[src/rtl/fsel_pkg.sv]
package fsel_pkg;
  localparam int ERR_N   = 2;
  localparam int ERR_SEL = 0;
  localparam int ERR_ADD = 1;
endpackage

[src/rtl/fsel_round.sv]
// Window selection, half-LSB rounding and range check (combinational).
module fsel_round #(
  parameter int ACC_W   = 36,
  parameter int FIELD_W = 24,
  parameter int SEL_W   = 2,
  parameter int STEP    = 4
) (
  input  logic [ACC_W-1:0]   acc,
  input  logic [SEL_W-1:0]   sel,
  input  logic               test,
  output logic [FIELD_W-1:0] field,
  output logic               ovf
);
  localparam int EXT_W = ACC_W + 2;
  localparam int IDX_W = $clog2(EXT_W + 1);
  localparam int TOP_W = EXT_W - FIELD_W + 1;

  logic signed [EXT_W-1:0] ext;
  logic        [EXT_W:0]   ext_lo;   // ext with a zero below bit 0
  logic        [IDX_W-1:0] sh;
  logic signed [EXT_W-1:0] base;
  logic                    rnd;
  logic        [EXT_W-1:0] sum;
  logic        [TOP_W-1:0] top;

  assign ext    = {{(EXT_W-ACC_W){acc[ACC_W-1]}}, acc};
  assign ext_lo = {ext, 1'b0};
  assign sh     = IDX_W'(int'(sel) * STEP);

  always_comb begin
    if (test) begin
      base = ext <<< 1;
      rnd  = 1'b0;
    end else begin
      base = ext >>> sh;
      rnd  = ext_lo[sh];          // bit sh-1 of the result, 0 when sh is 0
    end
    sum = base + {{(EXT_W-1){1'b0}}, rnd};
  end

  assign field = sum[FIELD_W-1:0];
  assign top   = sum[EXT_W-1:FIELD_W-1];
  assign ovf   = !((&top) || (~|top));
endmodule

[src/rtl/fsel_errbit.sv]
// One armable error bit; HOLD_EN blocks clearing while hold is high.
module fsel_errbit #(
  parameter bit HOLD_EN = 1'b0
) (
  input  logic clk,
  input  logic rst_n,
  input  logic wr,
  input  logic wdata,
  input  logic evt,
  input  logic hold,
  output logic flag
);
  logic armed;
  logic clr_ok;

  assign clr_ok = !(HOLD_EN && hold);

  always_ff @(posedge clk or negedge rst_n) begin
    if (!rst_n) begin
      armed <= 1'b0;
      flag  <= 1'b0;
    end else if (wr) begin
      if (wdata) begin
        armed <= 1'b1;
      end else if (clr_ok) begin
        armed <= 1'b0;
        flag  <= 1'b0;
      end
    end else if (armed && evt) begin
      flag <= 1'b1;
    end
  end
endmodule

[src/rtl/fsel_outreg.sv]
// Holds the field and presents it sign-extended as REG_W-bit words.
module fsel_outreg #(
  parameter int FIELD_W = 24,
  parameter int REG_W   = 16
) (
  input  logic               clk,
  input  logic               rst_n,
  input  logic               load,
  input  logic [FIELD_W-1:0] field,
  output logic [REG_W-1:0]   lo,
  output logic [REG_W-1:0]   hi
);
  localparam int OUT_W = 2 * REG_W;

  logic [FIELD_W-1:0]     field_q;
  logic [OUT_W-1:0]       word;
  logic [1:0][REG_W-1:0]  words;

  always_ff @(posedge clk or negedge rst_n) begin
    if (!rst_n)    field_q <= '0;
    else if (load) field_q <= field;
  end

  assign word = {{(OUT_W-FIELD_W){field_q[FIELD_W-1]}}, field_q};

  for (genvar g = 0; g < 2; g++) begin : g_words
    assign words[g] = word[g*REG_W +: REG_W];
  end

  assign lo = words[0];
  assign hi = words[1];
endmodule

[src/rtl/acc_field_select.sv]
module acc_field_select
  import fsel_pkg::*;
#(
  parameter int ACC_W   = 36,
  parameter int FIELD_W = 24,
  parameter int SEL_W   = 2,
  parameter int STEP    = 4,
  parameter int REG_W   = 16
) (
  input  logic               clk,
  input  logic               rst_n,
  input  logic [ACC_W-1:0]   acc_in,
  input  logic               acc_valid,
  input  logic [SEL_W-1:0]   sel_code,
  input  logic               full_test,
  input  logic               adder_ovf,
  input  logic               ctl_wr,
  input  logic [ERR_N-1:0]   ctl_wdata,
  output logic [REG_W-1:0]   res_lo,
  output logic [REG_W-1:0]   res_hi,
  output logic [ERR_N-1:0]   err_flags,
  output logic               err_n
);
  logic [FIELD_W-1:0] field;
  logic               sel_ovf_evt;   // range loss of the current result
  logic [ERR_N-1:0]   err_evt;
  logic [ERR_N-1:0]   err_hold;

  fsel_round #(
    .ACC_W(ACC_W), .FIELD_W(FIELD_W), .SEL_W(SEL_W), .STEP(STEP)
  ) u_round (
    .acc(acc_in), .sel(sel_code), .test(full_test),
    .field(field), .ovf(sel_ovf_evt)
  );

  fsel_outreg #(.FIELD_W(FIELD_W), .REG_W(REG_W)) u_out (
    .clk(clk), .rst_n(rst_n), .load(acc_valid), .field(field),
    .lo(res_lo), .hi(res_hi)
  );

  assign err_evt[ERR_SEL]  = acc_valid && sel_ovf_evt;
  assign err_hold[ERR_SEL] = 1'b0;
  assign err_evt[ERR_ADD]  = adder_ovf;
  assign err_hold[ERR_ADD] = adder_ovf;

  for (genvar e = 0; e < ERR_N; e++) begin : g_err
    fsel_errbit #(.HOLD_EN(e == ERR_ADD)) u_bit (
      .clk(clk), .rst_n(rst_n), .wr(ctl_wr), .wdata(ctl_wdata[e]),
      .evt(err_evt[e]), .hold(err_hold[e]), .flag(err_flags[e])
    );
  end

  assign err_n = ~|err_flags;
endmodule

[config.mk]
export PLATFORM = sky130hd
export DESIGN_NAME = acc_field_select
export DESIGN_NICKNAME = d
export VERILOG_FILES = /design/src/rtl/fsel_pkg.sv /design/src/rtl/fsel_round.sv /design/src/rtl/fsel_errbit.sv /design/src/rtl/fsel_outreg.sv /design/src/rtl/acc_field_select.sv
export SDC_FILE = /design/constraint.sdc
export NUM_CORES = 1
export LEC_CHECK = 0
export ABC_AREA = 1
export ABC_CLOCK_PERIOD_IN_PS = 1010
export BUFFER_PORTS_ARGS = -buffer_cell sky130_fd_sc_hd__buf_2
export CELL_PAD_IN_SITES_DETAIL_PLACEMENT = 0
export CELL_PAD_IN_SITES_GLOBAL_PLACEMENT = 1
export CORE_ASPECT_RATIO = 1.1
export CORE_UTILIZATION = 38
export CTS_CLUSTER_SIZE = 20
export DETAILED_ROUTE_END_ITERATION = 7
export GPL_ROUTABILITY_DRIVEN = 0
export GPL_TIMING_DRIVEN = 0
export PLACE_DENSITY_LB_ADDON = 0.15
export SETUP_SLACK_MARGIN = 0.15
export SLEW_MARGIN = 20
export SYNTH_ARGS = -nofsm -noshare
export SYNTH_HDL_FRONTEND = slang
export SYNTH_SLANG_ARGS = --single-unit
export TNS_END_PERCENT = 100
[constraint.sdc]
create_clock -name clk -period 1.01 [get_ports clk]
set_input_delay 0.202 -clock clk [delete_from_list [all_inputs] [get_ports clk]]
set_output_delay 0.202 -clock clk [all_outputs]
set_load 0.02 [all_outputs]
==> impl_metrics.py <==
metrics = {
    "logic_synthesis": {
        "ys_async_sr_fraction_pct": 100.0,
        "synth_nets": 774,
        "syn-instance-count": 726,
        "synth_flop_cell": "dfrtp_1",
        "synth_fa_ha_area_share_pct": 0.6231,
        "synth_top_area_share_pct": 25.98,
        "synth_top_family_by_area": "simple AND/OR/NAND/NOR gates",
        "ys_seq_elements": 28,
        "synth_area_leaders": "nand2_1 26%, dfrtp_1 17%, nand3_1 9.5%",
        "syn-cell-area_sq_um": 4016,
        "synth_seq_area_share_pct": 17.45,
        "synth_compound_area_share_pct": 6.137,
        "yosys.area_share.simple_pct": 61.25,
        "synth_edf_count": 0,
        "synth_largest_area_cell": "nand2_1",
        "synthMuxAreaShare_pct": 0,
        "synth-xor-area-share_pct": 2.835,
        "avgSynthCellArea_sq_um": 5.532,
        "yosysWarnings": 0,
        "synth.distinct_cells": 33,
    },
    "placed_design": {
        "dp_hpwl_mm": 11.69,
        "preCtsSetupSlack_ps": -2154,
        "dp_cells": 947,
        "port_buffers": 78,
    },
    "finish": {
        "n_fill_cell": 1030,
        "syn2layout_area_growth_pct": 54.70,
        "nets": 932,
        "final_cells": 1026,
        "postLayoutCoreUtil_pct": 60.06,
        "drive_above_1_share_pct": 40.32,
        "n_antenna_cell": 0,
    },
    "timing": {
        "hold_viol": 28,
        "period_needed_ps": 2431,
        "relSlewSlack_pct": 58.46,
        "fmax_mhz": 411.3,
        "worst_slew_pin_slew_ps": 623.1,
        "period_share_pct": 240.7,
        "maxSlewViolCount": 0,
        "worst_slack_ps": -1421,
        "hold_ws_ps": -55.14,
        "setup_tns_ps": -22700,
        "skew_ps": 0.1524,
        "finalSetupViolations": 39,
        "rsz0062_at_grt": "yes",
    },
    "route": {
        "firstDrtPassIters": 5,
        "viasPerCell": 5.123,
        "wire_per_inst_um": 15.41,
        "ant_nets": 0,
        "wl_mm": 15.81,
        "num_vias": 5256,
        "drt_iter0_markers": 292,
        "drc": 0,
    },
    "worst_setup_path": {
        "timing.rr.start": "u_out.field_q[23]",
        "cpPeakStageDelay_ps": 260,
        "cp-start-kind": "primary input",
        "path_depth": 21,
        "cp.required_ps": 1160,
        "worstPathArrival_ps": 2580,
        "crit_slowest_cell": "a311oi_4",
        "cp_cell_sequence": "buf_12 > buf_8 > nor2_4 > a211oi_2 > a311oi_4 > ha_4 > ha_4 > nand4_1 > nor2_4 > nand2_4 > nor2_4 > buf_6 > nand2_2 > nand2_1 > nand2_1 > nor2_1 > nand3_1 > nor2_1 > nand2_1 > nand3_1 > nand2_1",
        "rrSetupSlack_ps": 70,
        "end_kind": "register",
        "critPathBufInv": 3,
        "worst_r2r_path_depth": 4,
        "cp_top_family": "simple AND/OR/NAND/NOR gates",
        "critPathMostFrequentCell": "nand2_1",
        "worstSetupPathType": "in2reg",
        "cp_max_fo": 6,
        "cp-startpoint": "sel_code[0]",
        "rr_endpoint": "u_out.field_q[23]",
        "critPathCapture": "g_err[0].u_bit.flag",
    },
    "power": {
        "power.density_nw_per_um2": 899.2,
        "leakagePower_nw": 3.110,
        "vdd_drop_max_uv": 572.4,
    },
    "run_status": {
        "status": "complete, but fails checks",
        "violations": "hold timing, setup timing",
    },
    "floorplanning": {
        "placementRows": 39,
        "core_sq_um": 10340,
        "start_util_pct": 38.82,
        "die_width_um": 100.0,
        "die_y_um": 109.8,
        "ios": 81,
        "die_area_sq_um": 10980,
    },
    "job": {
        "drv_cap": 0,
    },
    "min_path": {
        "hp-class": "in2async",
    },
    "clock_network": {
        "insertion_delay_ps": 260,
        "cts.sinks": 28,
        "clk_pin_slew_ps": 70,
        "cts-buffers-inserted": 3,
        "htree_levels": 1,
        "clockRootBuffer": "clkbuf_16",
        "cts_tree": "built",
        "clockBufferDepth": 2,
    },
    "global_routing": {
        "grt_pass1_wl_mm": 24.05,
        "grt-ovfl-total": 0,
        "grt_pass1_vias": 4993,
        "grt_start_max_net_pins": 29,
        "antenna_found_initial": 0,
        "track_usage_pct": 28.13,
    },
}
==> how the worst min path moves through the flow <==
stage                                 endpoint  slack, ps
after floorplan           g_err[0].u_bit.armed        -90
after global placement        u_out.field_q[0]        240
after detailed placement      u_out.field_q[1]        250
after CTS                     u_out.field_q[1]        -40
after global routing          u_out.field_q[4]        -10
final                         u_out.field_q[1]        -60
==> power breakdown <==
group | internal [mW] | switching, mW
Sequential | 1.26 | 0.111
Clock | 0.789 | 0.371
Combinational | 1.34 | 1.72
Total | 3.39 | 2.20
==> through the flow <==
| step | area (sq um) | power, mW | hold WS [ps] |
|---|---|---|---|
| 3_3_place_gp | 4691 | 3.488 | 243.5 |
| 5_1_grt | 6213 | 5.908 | -9.674 |
| 4_1_cts | 5778 | 5.266 | -35.69 |
| 2_1_floorplan | 4121 | 2.832 | -93.59 |
| 6_report | 6213 | 5.587 | -55.14 |
| 3_5_place_dp | 4691 | 3.513 | 250.9 |
==> layer usage <==
layer	global-route usage, %	wire length (um)
met1	34.97	6702
met5	0	0
met2	50.25	7799
met3	1.271	625
met4	13.15	684
==> area by class of cell <==
cell class	count	area (sq um)	area share [%]
clock buffers	3	75.07	1.208
well taps	143	178.9	2.880
repair buffers	153	1226	19.73
plain buffers	31	316.6	5.095
multi-input cells	599	3405	54.79
clock inverters	1	30.03	0.4833
inverters	68	280.3	4.511
flip-flops and latches	28	701.9	11.30
==> worst reg2reg max path, delay by kind of cell, from the launching register on <==
family | cells | cell delay [ps]
DFF | 1 | 430
buffers and inverters | 2 | 270
AOI/OAI and AO/OA | 1 | 60
and+or+nand+nor | 1 | 50
==> sequential cells by signal, summed over array words and instances (netlist names) <==
| signal | cells |
|---|---|
| g_err.u_bit.armed | 2 |
| g_err.u_bit.flag | 2 |
| u_out.field_q | 24 |
==> timing repair <==
action | 4_1_cts | 5_1_grt
gates resized for setup | 165 | 64
setup buffers | 52 | 23
hold endpoints to repair | 28 | 16
endpoints found under the setup margin | 60 | 60
pin swaps | 40 | 27
gates cloned | 0 | 0
==> synthesized netlist by cell type (8+ instances only) <==
cell     count
a21oi_1      9
buf_4       12
dfrtp_1     28
inv_1       54
inv_2       11
nand2_1    278
nand3_1     76
nand3_2     23
nand4_1      8
nor2_1      96
nor2_2      22
o21ai_0     26
or2_2       20
xor2_1      12
==> logic make-up after synthesis <==
| logic type | after synthesis |
|---|---|
| buffers and inverters | 99 |
| xor gates and xnor gates | 13 |
| AOI/OAI and AO/OA | 45 |
| and+or+nand+nor | 539 |
| adders and majority gates | 2 |
| DFF | 28 |
==> cell usage in the layout (no fill, tap or decap), types with 9 or more instances in the layout <==
cell type / n
nand2_1: 253
nor2_1: 71
buf_4: 66
nand3_1: 63
buf_6: 62
inv_1: 52
buf_2: 43
nor2_4: 31
nand3_2: 28
dfrtp_1: 27
nand2_2: 24
nor2_2: 22
or2_2: 20
o21ai_1: 15
o21ai_0: 11
xor2_2: 9
Note: power is estimated with default switching activity, not from simulation.
